<file path="config.mk">
export PLATFORM = sky130hd
export DESIGN_NAME = bist_mult_selftest
export DESIGN_NICKNAME = d
export VERILOG_FILES = /design/src/rtl/bst_pkg.sv /design/src/rtl/bst_pattern_lfsr.sv /design/src/rtl/bst_array_mult.sv /design/src/rtl/bst_sig_reg.sv /design/src/rtl/bst_ctrl.sv /design/src/rtl/bist_mult_selftest.sv
export SDC_FILE = /design/constraint.sdc
export NUM_CORES = 1
export LEC_CHECK = 0
export CAP_MARGIN = 20
export CORE_MARGIN = 4
export CORE_UTILIZATION = 65
export CTS_CLUSTER_DIAMETER = 200
export DETAILED_ROUTE_END_ITERATION = 7
export DONT_BUFFER_PORTS = 1
export GPL_TIMING_DRIVEN = 0
export MAX_ROUTING_LAYER = met4
export PLACE_DENSITY = 0.91
export SLEW_MARGIN = 20
export SYNTH_ARGS = -nofsm -noshare
export SYNTH_HDL_FRONTEND = slang
export SYNTH_HIERARCHICAL = 1
export SYNTH_SLANG_ARGS = --single-unit
</file>
<file path="constraint.sdc">
create_clock -name clk -period 4.1 [get_ports clk]
set_input_delay 0.82 -clock clk [delete_from_list [all_inputs] [get_ports clk]]
set_output_delay 0.82 -clock clk [all_outputs]
set_load 0.03 [all_outputs]
</file>
<file path="src/rtl/bst_pkg.sv">
package bst_pkg;
  typedef enum logic [1:0] {
    ST_IDLE = 2'd0,
    ST_RUN  = 2'd1,
    ST_CMP  = 2'd2,
    ST_DONE = 2'd3
  } bst_state_e;
endpackage

</file>
<file path="src/rtl/bst_pattern_lfsr.sv">
module bst_pattern_lfsr #(
  parameter int             W        = 4,
  parameter logic [W-1:0]   TAP_MASK = 4'b1100,
  parameter logic [W-1:0]   SEED     = 4'b0001
) (
  input  logic         clk,
  input  logic         rst_n,
  input  logic         load,
  input  logic         step,
  output logic [W-1:0] pat
);
  logic [W-1:0] q;
  logic         fb;

  assign fb  = ^(q & TAP_MASK);
  assign pat = q;

  always_ff @(posedge clk or negedge rst_n) begin
    if (!rst_n)    q <= SEED;
    else if (load) q <= SEED;
    else if (step) q <= {q[W-2:0], fb};
  end


  lfsr_nonzero_chk: assert property (@(posedge clk) disable iff (!rst_n)
    q != '0);


  lfsr_moves_chk: assert property (@(posedge clk) disable iff (!rst_n)
    (step && !load) |=> q != $past(q));
endmodule

</file>
<file path="src/rtl/bst_array_mult.sv">
module bst_array_mult #(
  parameter int N = 2
) (
  input  logic [N-1:0]   a,
  input  logic [N-1:0]   b,
  output logic [2*N-1:0] p
);
  logic [N-1:0][N-1:0] pp;
  logic [N-1:0][N-1:0] rs;
  logic [N-1:0][N:0]   rc;

  for (genvar i = 0; i < N; i++) begin : g_pp
    for (genvar j = 0; j < N; j++) begin : g_bit
      assign pp[i][j] = a[j] & b[i];
    end
  end

  assign rs[0] = pp[0];
  assign rc[0] = '0;

  for (genvar i = 1; i < N; i++) begin : g_row
    logic [N-1:0] x;
    assign x = {rc[i-1][N], rs[i-1][N-1:1]};
    assign rc[i][0] = 1'b0;
    for (genvar j = 0; j < N; j++) begin : g_fa
      assign rs[i][j]   = x[j] ^ pp[i][j] ^ rc[i][j];
      assign rc[i][j+1] = (x[j] & pp[i][j]) | (rc[i][j] & (x[j] ^ pp[i][j]));
    end
  end

  for (genvar i = 0; i < N; i++) begin : g_low
    assign p[i] = rs[i][0];
  end
  assign p[2*N-1:N] = {rc[N-1][N], rs[N-1][N-1:1]};


  always_comb begin
    mult_product_chk: assert (p == (2*N)'(a) * (2*N)'(b));
  end
endmodule

</file>
<file path="src/rtl/bst_sig_reg.sv">
module bst_sig_reg #(
  parameter int           W        = 4,
  parameter logic [W-1:0] TAP_MASK = 4'b1100
) (
  input  logic         clk,
  input  logic         rst_n,
  input  logic         clear,
  input  logic         absorb,
  input  logic [W-1:0] resp,
  output logic [W-1:0] sig
);
  logic [W-1:0] s;
  logic         fb;

  assign fb  = ^(s & TAP_MASK);
  assign sig = s;

  always_ff @(posedge clk or negedge rst_n) begin
    if (!rst_n)      s <= '0;
    else if (clear)  s <= '0;
    else if (absorb) s <= {s[W-2:0], fb} ^ resp;
  end


  sig_hold_chk: assert property (@(posedge clk) disable iff (!rst_n)
    (!clear && !absorb) |=> $stable(s));
endmodule

</file>
<file path="src/rtl/bst_ctrl.sv">
module bst_ctrl
  import bst_pkg::*;
#(
  parameter int NUM_VEC = 15
) (
  input  logic clk,
  input  logic rst_n,
  input  logic start,
  input  logic sig_match,
  output logic clr,
  output logic run,
  output logic done,
  output logic pass
);
  localparam int            CW   = (NUM_VEC > 1) ? $clog2(NUM_VEC) : 1;
  localparam logic [CW-1:0] LAST = CW'(NUM_VEC - 1);

  bst_state_e    st_q;
  logic [CW-1:0] cnt_q;
  logic          pass_q;
  logic          can_start;

  assign can_start = (st_q == ST_IDLE) || (st_q == ST_DONE);
  assign clr       = start && can_start;
  assign run       = (st_q == ST_RUN);
  assign done      = (st_q == ST_DONE);
  assign pass      = pass_q;

  always_ff @(posedge clk or negedge rst_n) begin
    if (!rst_n) begin
      st_q   <= ST_IDLE;
      cnt_q  <= '0;
      pass_q <= 1'b0;
    end else begin
      unique case (st_q)
        ST_IDLE, ST_DONE: begin
          if (start) begin
            st_q   <= ST_RUN;
            cnt_q  <= '0;
            pass_q <= 1'b0;
          end
        end
        ST_RUN: begin
          cnt_q <= cnt_q + 1'b1;
          if (cnt_q == LAST) st_q <= ST_CMP;
        end
        ST_CMP: begin
          pass_q <= sig_match;
          st_q   <= ST_DONE;
        end
        default: st_q <= ST_IDLE;
      endcase
    end
  end


  pass_gated_chk: assert property (@(posedge clk) disable iff (!rst_n)
    !done |-> !pass);


  done_hold_chk: assert property (@(posedge clk) disable iff (!rst_n)
    (done && !start) |=> (done && $stable(pass)));


  restart_chk: assert property (@(posedge clk) disable iff (!rst_n)
    (done && start) |=> (!done && !pass));


  run_ignores_start_chk: assert property (@(posedge clk) disable iff (!rst_n)
    (run && cnt_q != LAST) |=> run);


  run_to_cmp_chk: assert property (@(posedge clk) disable iff (!rst_n)
    (run && cnt_q == LAST) |=> (st_q == ST_CMP));


  cmp_to_done_chk: assert property (@(posedge clk) disable iff (!rst_n)
    (st_q == ST_CMP) |=> done);
endmodule

</file>
<file path="src/rtl/bist_mult_selftest.sv">
module bist_mult_selftest #(
  parameter int                 OPW      = 2,
  parameter logic [2*OPW-1:0]   TAP_MASK = 4'b1100,
  parameter logic [2*OPW-1:0]   SEED     = 4'b0001,
  parameter logic [2*OPW-1:0]   GOLDEN   = 4'b0100
) (
  input  logic                        clk,
  input  logic                        rst_n,
  input  logic                        start,
  input  logic                        fault_en,
  input  logic [$clog2(2*OPW)-1:0]    fault_pos,
  output logic                        done,
  output logic                        pass
);
  localparam int PW      = 2 * OPW;
  localparam int NUM_VEC = (1 << PW) - 1;

  logic          clr, run;
  logic [PW-1:0] pat, prod, resp, sig, flip;

  bst_ctrl #(.NUM_VEC(NUM_VEC)) u_ctrl (
    .clk      (clk),
    .rst_n    (rst_n),
    .start    (start),
    .sig_match(sig == GOLDEN),
    .clr      (clr),
    .run      (run),
    .done     (done),
    .pass     (pass)
  );

  bst_pattern_lfsr #(.W(PW), .TAP_MASK(TAP_MASK), .SEED(SEED)) u_pat (
    .clk  (clk),
    .rst_n(rst_n),
    .load (clr),
    .step (run),
    .pat  (pat)
  );

  bst_array_mult #(.N(OPW)) u_cut (
    .a(pat[PW-1:OPW]),
    .b(pat[OPW-1:0]),
    .p(prod)
  );

  assign flip = fault_en ? (PW'(1) << fault_pos) : '0;
  assign resp = prod ^ flip;

  bst_sig_reg #(.W(PW), .TAP_MASK(TAP_MASK)) u_sig (
    .clk   (clk),
    .rst_n (rst_n),
    .clear (clr),
    .absorb(run),
    .resp  (resp),
    .sig   (sig)
  );


  verdict_source_chk: assert property (@(posedge clk) disable iff (!rst_n)
    $rose(pass) |-> $past(sig) == GOLDEN);


  fault_flip_chk: assert property (@(posedge clk) disable iff (!rst_n)
    fault_en |-> $countones(resp ^ prod) == 1);
endmodule

</file>
==> results of run 1 <==
[sequential cells by signal (all words and copies together) (netlist names)]
| register | count |
|---|---|
| u_ctrl/cnt_q | 4 |
| u_ctrl/pass | 1 |
| u_ctrl/st_q | 2 |
| u_pat/pat | 4 |
| u_sig/sig | 4 |
[cell families after synthesis]
logic type | Yosys count | share of synthesized area [%]
xor gates and xnor gates | 10 | 9.86
adders and majority gates | 8 | 9.62
DFF | 15 | 36.2
AOI/OAI and AO/OA | 17 | 12.0
and+or+nand+nor | 32 | 19.2
muxes | 8 | 7.81
buffers and inverters | 10 | 5.29
[power groups by stage]
stage               clock network (uW)  registers [uW]  logic (uW)
floorplan                            0             272         384
detailed placement                   0             290         451
finish                            87.5             286         453
global placement                     0             282         425
CTS                               90.9             286         452
global route                      98.2             297         498
[stage by stage]
step / area [sq um] / std cells / hold slack (ps)
5_1_grt: 1090 / 120 / 188
6_report: 1090 / 120 / 212
2_1_floorplan: 1040 / 100 / 514
3_3_place_gp: 1060 / 116 / 525
3_5_place_dp: 1060 / 116 / 525
4_1_cts: 1090 / 120 / 203
[synth_stat cells, drive strengths merged, types with 2 or more instances]
master,n
a211oi,3
ha,8
dfrtp,14
nor2b,2
nand2,4
nand3,4
nor2,7
inv,5
a31oi,2
and2,5
a21oi,2
o21ai,4
mux2i,7
buf,5
xnor2,8
nand3b,4
nor3,3
o221ai,3
[cell type report]
type / instances / area (sq um)
plain buffers: 5 / 36.3
inverters: 5 / 18.8
fillers: 98 / 419
clock buffers: 4 / 26.3
well taps: 16 / 20.0
flip-flops and latches: 15 / 377
multi-input cells: 75 / 609
[per-layer routing]
layer / share of wire (%) / global-route usage, % / routed length, um / vias to the layer above
met3: 4.5 / 3.38 / 83 / 6
li1: - / - / - / 362
met5: 0 / - / 0 / -
met4: 2.3 / 11.3 / 42 / 0
met1: 47 / 23.0 / 869 / 351
met2: 46 / 30.6 / 838 / 23
[worst paths after layout]
kind                                start           end  slack (ps)
hold / removal                      rst_n   u_ctrl/pass         210
max in group asynchronous           rst_n  u_pat/pat[0]        3720
hold reg to reg              u_pat/pat[0]  u_pat/pat[0]         560
min in group clk             u_pat/pat[0]  u_pat/pat[0]         560
setup / recovery           u_ctrl/st_q[0]          done        2220
setup reg to reg             u_pat/pat[2]  u_sig/sig[2]        2450
==> impl_metrics.tcl, run 1 <==
set metrics [dict create \
    synth_area_leaders "dfrtp_1 34%, ha_1 9.6%, mux2i_1 6.7%, xnor2_1 6.7%, and2_1 3.0%" \
    path_max_fanout 4 \
    vias_per_cell 6.18 \
    crit_slowest_cell "dfrtp_1" \
    hold_viol_final 0 \
    intPower_uw 474 \
    post-dp-hpwl_um 1410 \
    ys_seq_area_share_pct 36.2 \
    power_frac_seq_pct 34.6 \
    synth_flop_cell "dfrtp_1" \
    grt_setup_unrepaired "false" \
    start_util_pct 69.1 \
    die_w_um 48.0 \
    num_rows 14 \
    drc_errors 0 \
    clkSinkCount 15 \
    ctsResizeCount 0 \
    place_ws_ps 2140 \
    syn-num-nets 114 \
    combinationalPowerShare_pct 54.8 \
    drive_gt1_share_pct 16.3 \
    peakVddDrop_mv 0.452 \
    layout_common_cells "14 x dfrtp_1, 8 x xnor2_1, 8 x ha_1" \
    io_pins 8 \
    end_kind "primary output" \
    hold_buffers 0 \
    core-area_sq_um 1510 \
    yosys_warnings 6 \
    grt_pass1_vias 678 \
    cp_cell_sequence "ha_1" \
    ant_nets 0 \
    tritoncts "built" \
    crit_buf_inv 0 \
    synth_cells 100 \
    n_antenna_cell 0 \
    dieHeight_um 48.0 \
    worst_pin_slew_ps 419 \
    p_total_uw 827 \
    grt_max_degree 16 \
    crit_arrival_ps 1060 \
    clk_pin_slew_ps 90 \
    clockBufferDepth 2 \
    synth_edf_count 0 \
    dieArea_sq_um 2310 \
    grt_overflow 0 \
    wl_per_cell_um 15.3 \
    async_flop_share_pct 100 \
    numCtsBuffers 3 \
    areaGrowthSynthToFinish_pct 4.45 \
    nets 119 \
    clk_latency_ps 290 \
    final_common_cell "dfrtp_1" \
    final_util_pct 72.2 \
    critPathMaxStageDelay_ps 410 \
    grt_antenna_before_repair 0 \
    hold_path_class "primary input to async pin" \
    swShare_pct 42.7 \
    numPortBuffers 0 \
    wl_um 1830 \
    timing.final.crit_share_pct 45.9 \
    skew_ps 1.27 \
    status "completed" \
    crit_cells 1 \
    synth_cell_types 36 \
    critical_path.top_delay_family "flip-flops" \
    reg2reg_depth 6 \
    min_period_ps 1880 \
    p_switching_uw 353 \
    p_leak_uw 0.000478 \
    syn_area_sq_um 1040 \
    power_density_nw_per_um2 761 \
    place.gp.congestion 0.735 \
    fin_ws_ps 2220 \
    fmax_mhz 532 \
    synth_area_per_cell_sq_um 10.4 \
    crit_type "register to primary output" \
    root_buffer "clkbuf_4" \
    finalSetupViolCount 0 \
    required_ps 3280 \
    cts_max_level 1 \
    grt_pass1_wl_um 2890 \
    drv_slew 0 \
    firstDrtPassIters 4 \
    max-cap-violations 0 \
    cts_setup_buffers 0 \
    synth_top_cell_by_area "dfrtp_1" \
    synth-seq-cells 15 \
    vias 742 \
    power_frac_clock_pct 10.6 \
    grt_use_total_pct 19.4 \
    synth.top_cell.area_share_pct 33.7 \
    startpoint_type "register" \
    drt_iter0_drc 15 \
    slew-limit-headroom_pct 71.7 \
    setup-tns-final_ps 0 \
]
No activity file was read; power rests on OpenSTA's default activity.
==> inputs of run 2 (changes only) <==
--- a/config.mk
+++ b/config.mk
@@ -7,13 +7,13 @@
 export LEC_CHECK = 0
 export CAP_MARGIN = 20
 export CORE_MARGIN = 4
-export CORE_UTILIZATION = 65
+export CORE_UTILIZATION = 55
 export CTS_CLUSTER_DIAMETER = 200
 export DETAILED_ROUTE_END_ITERATION = 7
 export DONT_BUFFER_PORTS = 1
 export GPL_TIMING_DRIVEN = 0
 export MAX_ROUTING_LAYER = met4
-export PLACE_DENSITY = 0.91
+export PLACE_DENSITY = 0.83
 export SLEW_MARGIN = 20
 export SYNTH_ARGS = -nofsm -noshare
 export SYNTH_HDL_FRONTEND = slang
==> constraint.sdc (replaced) <==
create_clock -name clk -period 1.7 [get_ports clk]
set_input_delay 0.34 -clock clk [delete_from_list [all_inputs] [get_ports clk]]
set_output_delay 0.34 -clock clk [all_outputs]
set_load 0.03 [all_outputs]
==> run 2 against run 1 <==
Non-clock buffer count grew 3. Design area increased by 7.4%. Combinational power grew to 2.6 times the previous value. Wire length up 1.3%. Critical endpoint is now u_sig/sig[2]. Largest power group unchanged. Count of clock-buffer cells in the layout shrank 1. Critical path type is now register to register. Flip-flop and latch count did not move. Via count shrank 1.6%.
==> impl_metrics.tcl, run 2 (synthesis gave the netlist of run 1 again) <==
set metrics [dict create \
    io_pins 8 \
    required_ps 1910 \
    final_util_pct 66.2 \
    hold_viol_final 0 \
    fill_cells 134 \
    post-dp-hpwl_um 1290 \
    core-area_sq_um 1760 \
    grt_max_degree 16 \
    max-cap-violations 0 \
    multi_input_area_sq_um 649 \
    startpoint_type "register" \
    final_common_cell "dfrtp_1" \
    n_antenna_cell 0 \
    clockBufferDepth 2 \
    clk_latency_ps 300 \
    cpMostUsedCell "ha_4" \
    grt_pass1_wl_um 3160 \
    vias 730 \
    grt_antenna_before_repair 0 \
    dieArea_sq_um 2650 \
    end_kind "register" \
    p_leak_uw 0.000495 \
    crit_slowest_cell "dfstp_2" \
    place.gp.congestion 0.770 \
    drc_errors 0 \
    vias_per_cell 5.53 \
    clkSinkCount 15 \
    drive_gt1_share_pct 23.4 \
    crit_type "register to register" \
    layout_common_cells "14 x dfrtp_1, 7 x xnor2_1, 7 x mux2i_1, 7 x nor2_1, 6 x ha_1" \
    slew-limit-headroom_pct 55.5 \
    tritoncts "built" \
    worst_pin_slew_ps 665 \
    firstDrtPassIters 4 \
    nets 122 \
    peakVddDrop_mv 1.02 \
    fin_hold_ws_ps 445 \
    numPortBuffers 0 \
    power_density_nw_per_um2 1780 \
    timing.final.crit_share_pct 97.3 \
    wl_um 1860 \
    crit_arrival_ps 1860 \
    numCtsBuffers 3 \
    drv_slew 0 \
    drt_iter0_drc 11 \
    critPathMaxStageDelay_ps 560 \
    hold_path_class "primary input to register" \
    skew_ps 7.06 \
    root_buffer "clkbuf_4" \
    grt_use_total_pct 16.9 \
    ant_nets 0 \
    min_period_ps 1650 \
    register_area_sq_um 377 \
    path_max_fanout 3 \
    wl_per_cell_um 14.1 \
    cts_max_level 1 \
    areaGrowthSynthToFinish_pct 12.1 \
    clk_pin_slew_ps 100 \
    grt_overflow 0 \
    start_util_pct 59.0 \
    finalSetupViolCount 0 \
    num_rows 15 \
    die_w_um 51.5 \
    status "completed" \
    grt_pass1_vias 720 \
    dieHeight_um 51.5 \
    grt_setup_unrepaired "false" \
    cp_cell_sequence "and2_4 -> ha_4 -> ha_4 -> xnor2_2 -> xnor2_1 -> a211oi_1" \
    fmax_mhz 605 \
]
-- run 2: changes by cell type in the layout (fill, tap and decap cells not counted) --
cell           delta
clkbuf_1          -1
xnor2_1           -1
buf_4             +2
ha_4              +2
clkinvlp_4        +1
a211oi_1          -1
xnor2_2           +1
a211oi_2          +1
and2_1            -1
and2_4            +1
dlygate4sd3_1     +1
ha_1              -2
-- run 2: path summary, 6_finish.rpt --
path,from,slack [ps],to,cells after the start
worst max-delay path,u_pat/pat[0],50,u_sig/sig[2],6
worst min-delay path,fault_pos[1],450,u_sig/sig[3],4
worst max register to register,u_pat/pat[0],50,u_sig/sig[2],6
worst min register to register,u_sig/sig[3],600,u_sig/sig[3],2
max in group asynchronous,rst_n,770,u_ctrl/st_q[1],1
min in group asynchronous,rst_n,500,u_pat/pat[1],1
-- run 2: repair_timing --
item,CTS,global route
pin swaps,2,2
hold buffers,1,0
resized for setup,1,5
endpoints found under the setup margin,1,3
setup buffers,2,0
cloned,0,0
hold endpoints to repair,15,0
-- run 2: worst max-delay path, delay by kind of cell (launching register included) --
kind	cells	cell delay, ps
flip-flops	1	560
adder cells (fa/ha/maj)	2	310
XOR/XNOR	2	280
AO/OA/AOI/OAI	1	260
AND/OR/NAND/NOR	1	150
-- run 2: metal layers --
layer	global-route usage [%]	wire, um
met5	-	0
met4	10.9	56
met3	3.72	54
met2	25.8	857
met1	20.1	888
-- run 2: final cells by class --
| class | instances | share of cell area [%] |
|---|---|---|
| buffer | 5 | 3.11 |
| clock buffer | 3 | 1.93 |
| clock inverter | 1 | 0.643 |
| inverter | 5 | 1.61 |
| multi-input combinational | 75 | 55.6 |
| sequential | 15 | 32.3 |
| tap | 25 | 2.68 |
| timing repair buffer | 3 | 2.14 |
-- run 2: report_power, final --
part           internal [uW]  switching, uW  leakage, uW
Combinational            584            592     0.000292
Sequential               511            175     0.000189
Clock                   89.8            132    0.0000139
-- run 2: stage by stage --
stage	setup WS, ps	setup TNS [ps]	instance area (sq um)	std cells	total power [uW]
CTS	11.1	0	1130	132	2040
floorplan	140	0	1040	100	1580
finish	45.9	0	1170	132	2080
detailed placement	-36.0	-36.0	1070	125	1770
global placement	36.8	0	1070	125	1720
global route	4.62	0	1170	132	2270
